==> config.mk <==
export PLATFORM = sky130hd
export DESIGN_NAME = addr_gen_2d
export DESIGN_NICKNAME = d
export VERILOG_FILES = /design/src/rtl/agen_pkg.sv /design/src/rtl/agen_datapath.sv /design/src/rtl/agen_control.sv /design/src/rtl/addr_gen_2d.sv
export SDC_FILE = /design/constraint.sdc
export NUM_CORES = 1
export LEC_CHECK = 0
export BUFFER_PORTS_ARGS = -buffer_cell sky130_fd_sc_hd__clkbuf_2
export CORE_MARGIN = 2
export CORE_UTILIZATION = 60
export CTS_CLUSTER_DIAMETER = 120
export CTS_CLUSTER_SIZE = 25
export DETAILED_ROUTE_END_ITERATION = 8
export HOLD_SLACK_MARGIN = 0.03
export PLACE_DENSITY = 0.93
export SLEW_MARGIN = 0
export SYNTH_ARGS = -nofsm -noshare
export SYNTH_HDL_FRONTEND = slang
export SYNTH_SLANG_ARGS = --single-unit
==> constraint.sdc <==
create_clock -name clk -period 5.8 [get_ports clk]
set_input_delay 1.16 -clock clk [delete_from_list [all_inputs] [get_ports clk]]
set_output_delay 1.16 -clock clk [all_outputs]
set_load 0.02 [all_outputs]
==> src/rtl/agen_pkg.sv <==
package agen_pkg;
  typedef struct packed {
    logic load;   // capture base/limit from inputs, point = base
    logic step;   // advance point by inner step
    logic slide;  // move base and limit, point = new base
  } agenCtrl_t;

  typedef enum logic {ST_IDLE, ST_RUN} agenState_t;
endpackage

==> src/rtl/agen_datapath.sv <==
module agen_datapath
  import agen_pkg::*;
#(
  parameter int COORD_W = 8,
  parameter int CNT_W   = 8
) (
  input  logic               clk,
  input  logic               rstN,
  input  agenCtrl_t          ctrl,
  input  logic [COORD_W-1:0] baseX,
  input  logic [COORD_W-1:0] baseY,
  input  logic [COORD_W-1:0] limitX,
  input  logic [COORD_W-1:0] limitY,
  input  logic [COORD_W-1:0] stepX,
  input  logic [COORD_W-1:0] stepY,
  input  logic               dirNeg,
  input  logic [COORD_W-1:0] baseStepX,
  input  logic [COORD_W-1:0] baseStepY,
  input  logic [COORD_W-1:0] limitStepX,
  input  logic [COORD_W-1:0] limitStepY,
  input  logic [CNT_W-1:0]   maxSteps,
  input  logic [1:0]         limitMask,
  output logic [COORD_W-1:0] addrX,
  output logic [COORD_W-1:0] addrY,
  output logic               lastAddr
);
  localparam int AXES = 2;

  logic [AXES-1:0][COORD_W-1:0] baseIn, limitIn, stepIn, bStepIn, lStepIn, pointQ;
  logic [AXES-1:0]              axisHit;
  logic [CNT_W-1:0]             stepCnt;

  assign baseIn  = {baseY, baseX};
  assign limitIn = {limitY, limitX};
  assign stepIn  = {stepY, stepX};
  assign bStepIn = {baseStepY, baseStepX};
  assign lStepIn = {limitStepY, limitStepX};

  for (genvar g = 0; g < AXES; g++) begin : gAxis
    logic [COORD_W-1:0] baseQ, limitQ, nextBase;
    assign nextBase = baseQ + bStepIn[g];

    always_ff @(posedge clk) begin
      if (!rstN) begin
        baseQ     <= '0;
        limitQ    <= '0;
        pointQ[g] <= '0;
      end else if (ctrl.load) begin
        baseQ     <= baseIn[g];
        limitQ    <= limitIn[g];
        pointQ[g] <= baseIn[g];
      end else if (ctrl.slide) begin
        baseQ     <= nextBase;
        limitQ    <= limitQ + lStepIn[g];
        pointQ[g] <= nextBase;
      end else if (ctrl.step) begin
        pointQ[g] <= dirNeg ? pointQ[g] - stepIn[g] : pointQ[g] + stepIn[g];
      end
    end

    assign axisHit[g] = limitMask[g] | (pointQ[g] == limitQ);
  end

  always_ff @(posedge clk) begin
    if (!rstN)                      stepCnt <= '0;
    else if (ctrl.load | ctrl.slide) stepCnt <= '0;
    else if (ctrl.step)             stepCnt <= stepCnt + 1'b1;
  end

  assign lastAddr = (&axisHit) | (stepCnt == maxSteps);
  assign addrX    = pointQ[0];
  assign addrY    = pointQ[1];
endmodule

==> src/rtl/agen_control.sv <==
module agen_control
  import agen_pkg::*;
#(
  parameter int SLIDE_W = 8
) (
  input  logic               clk,
  input  logic               rstN,
  input  logic               start,
  input  logic               escape,
  input  logic               ready,
  input  logic               lastAddr,
  input  logic [SLIDE_W-1:0] numSlides,
  output agenCtrl_t          ctrl,
  output logic               addrValid,
  output logic               endExec,
  output logic               busy
);
  agenState_t         state;
  logic [SLIDE_W-1:0] slideCnt;
  logic               fire, sweepEnd, moreSlides;

  always_comb begin
    addrValid  = (state == ST_RUN) & ~escape;
    fire       = addrValid & ready;
    sweepEnd   = (state == ST_RUN) & (escape | (fire & lastAddr));
    moreSlides = (slideCnt != numSlides);
    ctrl.load  = (state == ST_IDLE) & start;
    ctrl.step  = fire & ~lastAddr;
    ctrl.slide = sweepEnd & moreSlides;
  end

  always_ff @(posedge clk) begin
    if (!rstN) begin
      state    <= ST_IDLE;
      slideCnt <= '0;
      endExec  <= 1'b0;
    end else begin
      endExec <= sweepEnd;
      if (ctrl.load) begin
        state    <= ST_RUN;
        slideCnt <= '0;
      end else if (sweepEnd) begin
        if (moreSlides) slideCnt <= slideCnt + 1'b1;
        else            state    <= ST_IDLE;
      end
    end
  end

  assign busy = (state == ST_RUN);
endmodule

==> src/rtl/addr_gen_2d.sv <==
module addr_gen_2d
  import agen_pkg::*;
#(
  parameter int COORD_W = 8,
  parameter int CNT_W   = 8,
  parameter int SLIDE_W = 8
) (
  input  logic               clk,
  input  logic               rstN,
  input  logic               start,
  input  logic [COORD_W-1:0] baseX,
  input  logic [COORD_W-1:0] baseY,
  input  logic [COORD_W-1:0] limitX,
  input  logic [COORD_W-1:0] limitY,
  input  logic [COORD_W-1:0] stepX,
  input  logic [COORD_W-1:0] stepY,
  input  logic               dirNeg,
  input  logic [CNT_W-1:0]   maxSteps,
  input  logic [1:0]         limitMask,
  input  logic [COORD_W-1:0] baseStepX,
  input  logic [COORD_W-1:0] baseStepY,
  input  logic [COORD_W-1:0] limitStepX,
  input  logic [COORD_W-1:0] limitStepY,
  input  logic [SLIDE_W-1:0] numSlides,
  input  logic               escape,
  input  logic               ready,
  output logic [COORD_W-1:0] addrX,
  output logic [COORD_W-1:0] addrY,
  output logic               addrValid,
  output logic               endExec,
  output logic               busy
);
  agenCtrl_t ctrl;
  logic      lastAddr;

  agen_control #(.SLIDE_W(SLIDE_W)) i_ctrl (
    .clk(clk), .rstN(rstN), .start(start), .escape(escape), .ready(ready),
    .lastAddr(lastAddr), .numSlides(numSlides), .ctrl(ctrl),
    .addrValid(addrValid), .endExec(endExec), .busy(busy)
  );

  agen_datapath #(.COORD_W(COORD_W), .CNT_W(CNT_W)) i_dp (
    .clk(clk), .rstN(rstN), .ctrl(ctrl),
    .baseX(baseX), .baseY(baseY), .limitX(limitX), .limitY(limitY),
    .stepX(stepX), .stepY(stepY), .dirNeg(dirNeg),
    .baseStepX(baseStepX), .baseStepY(baseStepY),
    .limitStepX(limitStepX), .limitStepY(limitStepY),
    .maxSteps(maxSteps), .limitMask(limitMask),
    .addrX(addrX), .addrY(addrY), .lastAddr(lastAddr)
  );
endmodule

==> metrics.md <==
| Metric | Value |
|---|---|
| NumNets Final | `910` |
| Initial cell density of the core | `61.1%` |
| Drt first pass iters | `6` |
| Via-to-Cell Ratio | `6.17` |
| Via Count | `5344` |
| Cts repair resizes | `0` |
| PnR Total Power | `1.47 mW` |
| Filler cell count | `664` |
| Cts hold-fix bufs | `0` |
| Post-DRT Antenna Nets | `0` |
| Count leader, synth | `dfxtp_1` |
| Reg clk slew, reported paths | `0.08 ns` |
| Ys async rst share | `0%` |
| Area share of the largest cell type after synthesis | `25.0%` |
| WL/cell | `17.0 um` |
| Sequential-to-total area share from yosys stat | `25.0%` |
| Gr usage total | `30.9%` |
| Fin. max-slew vios | `0` |
| Max-Slew Margin vs Limit | `24.6%` |
| Critical path arrival | `4.34 ns` |
| TritonCTS clock tree | `done` |
| Synth Register Bits | `66` |
| Max-Cap Viols | `0` |
| Crit-path max FO | `32` |
| WS Path Type | `input pin to flip-flop` |
| Top cells by count, synth | `dfxtp_1, nor2_1, nand2_1` |
| PD cells | `240 nW/um2` |
| Status | `finished, final reports clean` |
| Layout cells sized above 1 | `21.2%` |
| Port Buf Inserts | `122` |
| Mean post-synth cell area | `8.12 um2` |
| RSZ-0062 raised after global routing | `no` |
| Cell area after synthesis | `5280 um2` |
| Vias in the first global route | `5316` |
| Mapped Cells | `650` |
| First DRT Iteration DRCs | `444` |
| Maximum clock rate | `244 MHz` |
| Final TNS setup | `0 ns` |
| Hold Crit Class | `flip-flop to flip-flop` |
| Number of synthesized flops with an enable pin | `0` |
| Hold slack | `0.471 ns` |
| Final Hold Fails | `0` |
| Gp weighted congestion | `0.886` |
| Slack of the critical path | `1.70 ns` |
| Tcrit/Tclk final | `70.8%` |
| Syn_nets | `806` |
| CP Launch Type | `input pin` |
| DIE AREA | `9570 um2` |
| First-pass GRT wire length | `24200 um` |
| Worst IR drop on VDD | `0.199 mV` |
| Clock sink count | `66` |
| Leakage Power | `2.80 nW` |
| H-Tree Level Count | `3` |
| CP endpoint kind | `flip-flop` |
| Main flop type after synthesis | `dfxtp_1` |
| IO Pins | `123` |
| Yosys warns | `0` |
| Fin Clk Skew | `0.00886 ns` |
| CTS buffer count | `9` |
| Place WS | `1.41 ns` |
| Worst EP required | `6.04 ns` |
| Worst-Margin Slew | `1.12 ns` |
| Die Ht | `97.8 um` |
| Final setup viols | `0` |
| Setup bufs post-CTS | `0` |
| Synth cell types | `54` |
| Die X | `97.8 um` |
| Cell taking the most area after synthesis | `dfxtp_1` |
| Final min period | `4.10 ns` |
| Initial antenna violation count | `0` |
| Worst skew pair latency | `0.35 ns` |
| DP HPWL | `11100 um` |
| Inserted Diodes | `0` |
| Post-Route WL | `14800 um` |
| Row Count | `34` |
| Core area | `8640 um2` |
| Clk buf depth | `2` |
| Pin count of the biggest net entering global routing | `54` |
| Drc violations | `0` |
| Overflow after GRT | `0` |
| Area growth from synthesis to layout | `15.5%` |
| Clk root buf | `clkbuf_8` |
| Top post-synthesis cells by area | `dfxtp_1, ha_1, xor2_1, xnor2_1, nor2_1` |
==> flip-flops by register name (all words and copies together), names as in the netlist <==
signal and cells:
i_dp.stepCnt 8, i_dp.gAxis.limitQ 16, i_ctrl.slideCnt 8, i_dp.addrX 8, i_ctrl.endExec 1, i_dp.gAxis.baseQ 16
i_ctrl.busy 1, i_dp.addrY 8
==> area by class of cell <==
| class | instances | area, um2 | share of cell area, % |
|---|---|---|---|
| repair buffers | 127 | 648 | 10.6 |
| inverters | 39 | 146 | 2.40 |
| clock buffers | 12 | 145 | 2.38 |
| clock inverters | 3 | 40.0 | 0.657 |
| well taps | 108 | 135 | 2.22 |
| flip-flops and latches | 66 | 1320 | 21.7 |
| multi-input cells | 511 | 3660 | 60.0 |
==> critical path, stage by stage <==
cell      delay (ns)
clkbuf_2        0.09
xor2_1          0.14
nor4_2          0.35
nand3_1         0.19
o31ai_2         0.87
or2_1           0.69
buf_4           0.45
nor3_1          0.12
a32o_1          0.27
==> kinds of logic after synthesis <==
logic type | synth area share [%]
AOI/OAI and AO/OA | 24.5
and+or+nand+nor | 16.1
muxes | 0.569
adders and majority gates | 13.2
xor gates and xnor gates | 14.9
DFF | 25.0
buffers and inverters | 5.73
==> where the power goes <==
| group | internal, mW | switching, mW | total (mW) |
|---|---|---|---|
| sequential | 0.492 | 0.0495 | 0.541 |
| combinational | 0.240 | 0.300 | 0.540 |
| clock | 0.207 | 0.177 | 0.384 |
| total | 0.939 | 0.527 | 1.47 |
==> cell usage in the layout (no fill, tap or decap), types with 12 or more instances in the layout <==
cell type  Yosys  layout
xnor2_1       42      42
xor2_1        48      48
a21oi_1       33      33
dfxtp_1       66      66
o21a_1        13      13
nand2_1       49      49
a31oi_1       22      22
nand3_1       12      12
ha_1          46      46
inv_1         39      39
o21ai_0       36      36
nor2_1        54      53
nor3_1        18      18
clkbuf_2       0     122
==> layer usage <==
| layer | GRT usage [%] | share of wire, % | vias to the layer above |
|---|---|---|---|
| li1 | - | - | 2531 |
| met1 | 35.8 | 39 | 2496 |
| met2 | 53.8 | 49 | 263 |
| met3 | 7.80 | 7.5 | 54 |
| met4 | 14.3 | 4.2 | 0 |
| met5 | 0 | 0 | - |
==> through the flow <==
step	cell area (um2)	instances	util (%)
5_1_grt	6100	866	70.6
6_report	6100	866	70.6
4_1_cts	6100	866	70.6
2_1_floorplan	5280	650	-
3_5_place_dp	5910	851	68.5
3_3_place_gp	5910	851	68.5
==> worst paths after layout <==
check,start,endpoint,slack (ns),cells after the start
max reg2reg,i_dp.addrX[1]$_SDFFE_PN0P_,i_dp.addrX[0]$_SDFFE_PN0P_,1.99,8
max,maxSteps[5],i_dp.addrX[0]$_SDFFE_PN0P_,1.70,9
min reg2reg,i_dp.gAxis[0].baseQ[6]$_SDFFE_PN0P_,i_dp.gAxis[0].baseQ[6]$_SDFFE_PN0P_,0.47,2
min,i_dp.gAxis[0].baseQ[6]$_SDFFE_PN0P_,i_dp.gAxis[0].baseQ[6]$_SDFFE_PN0P_,0.47,2
No activity file was read; power rests on OpenSTA's default activity.
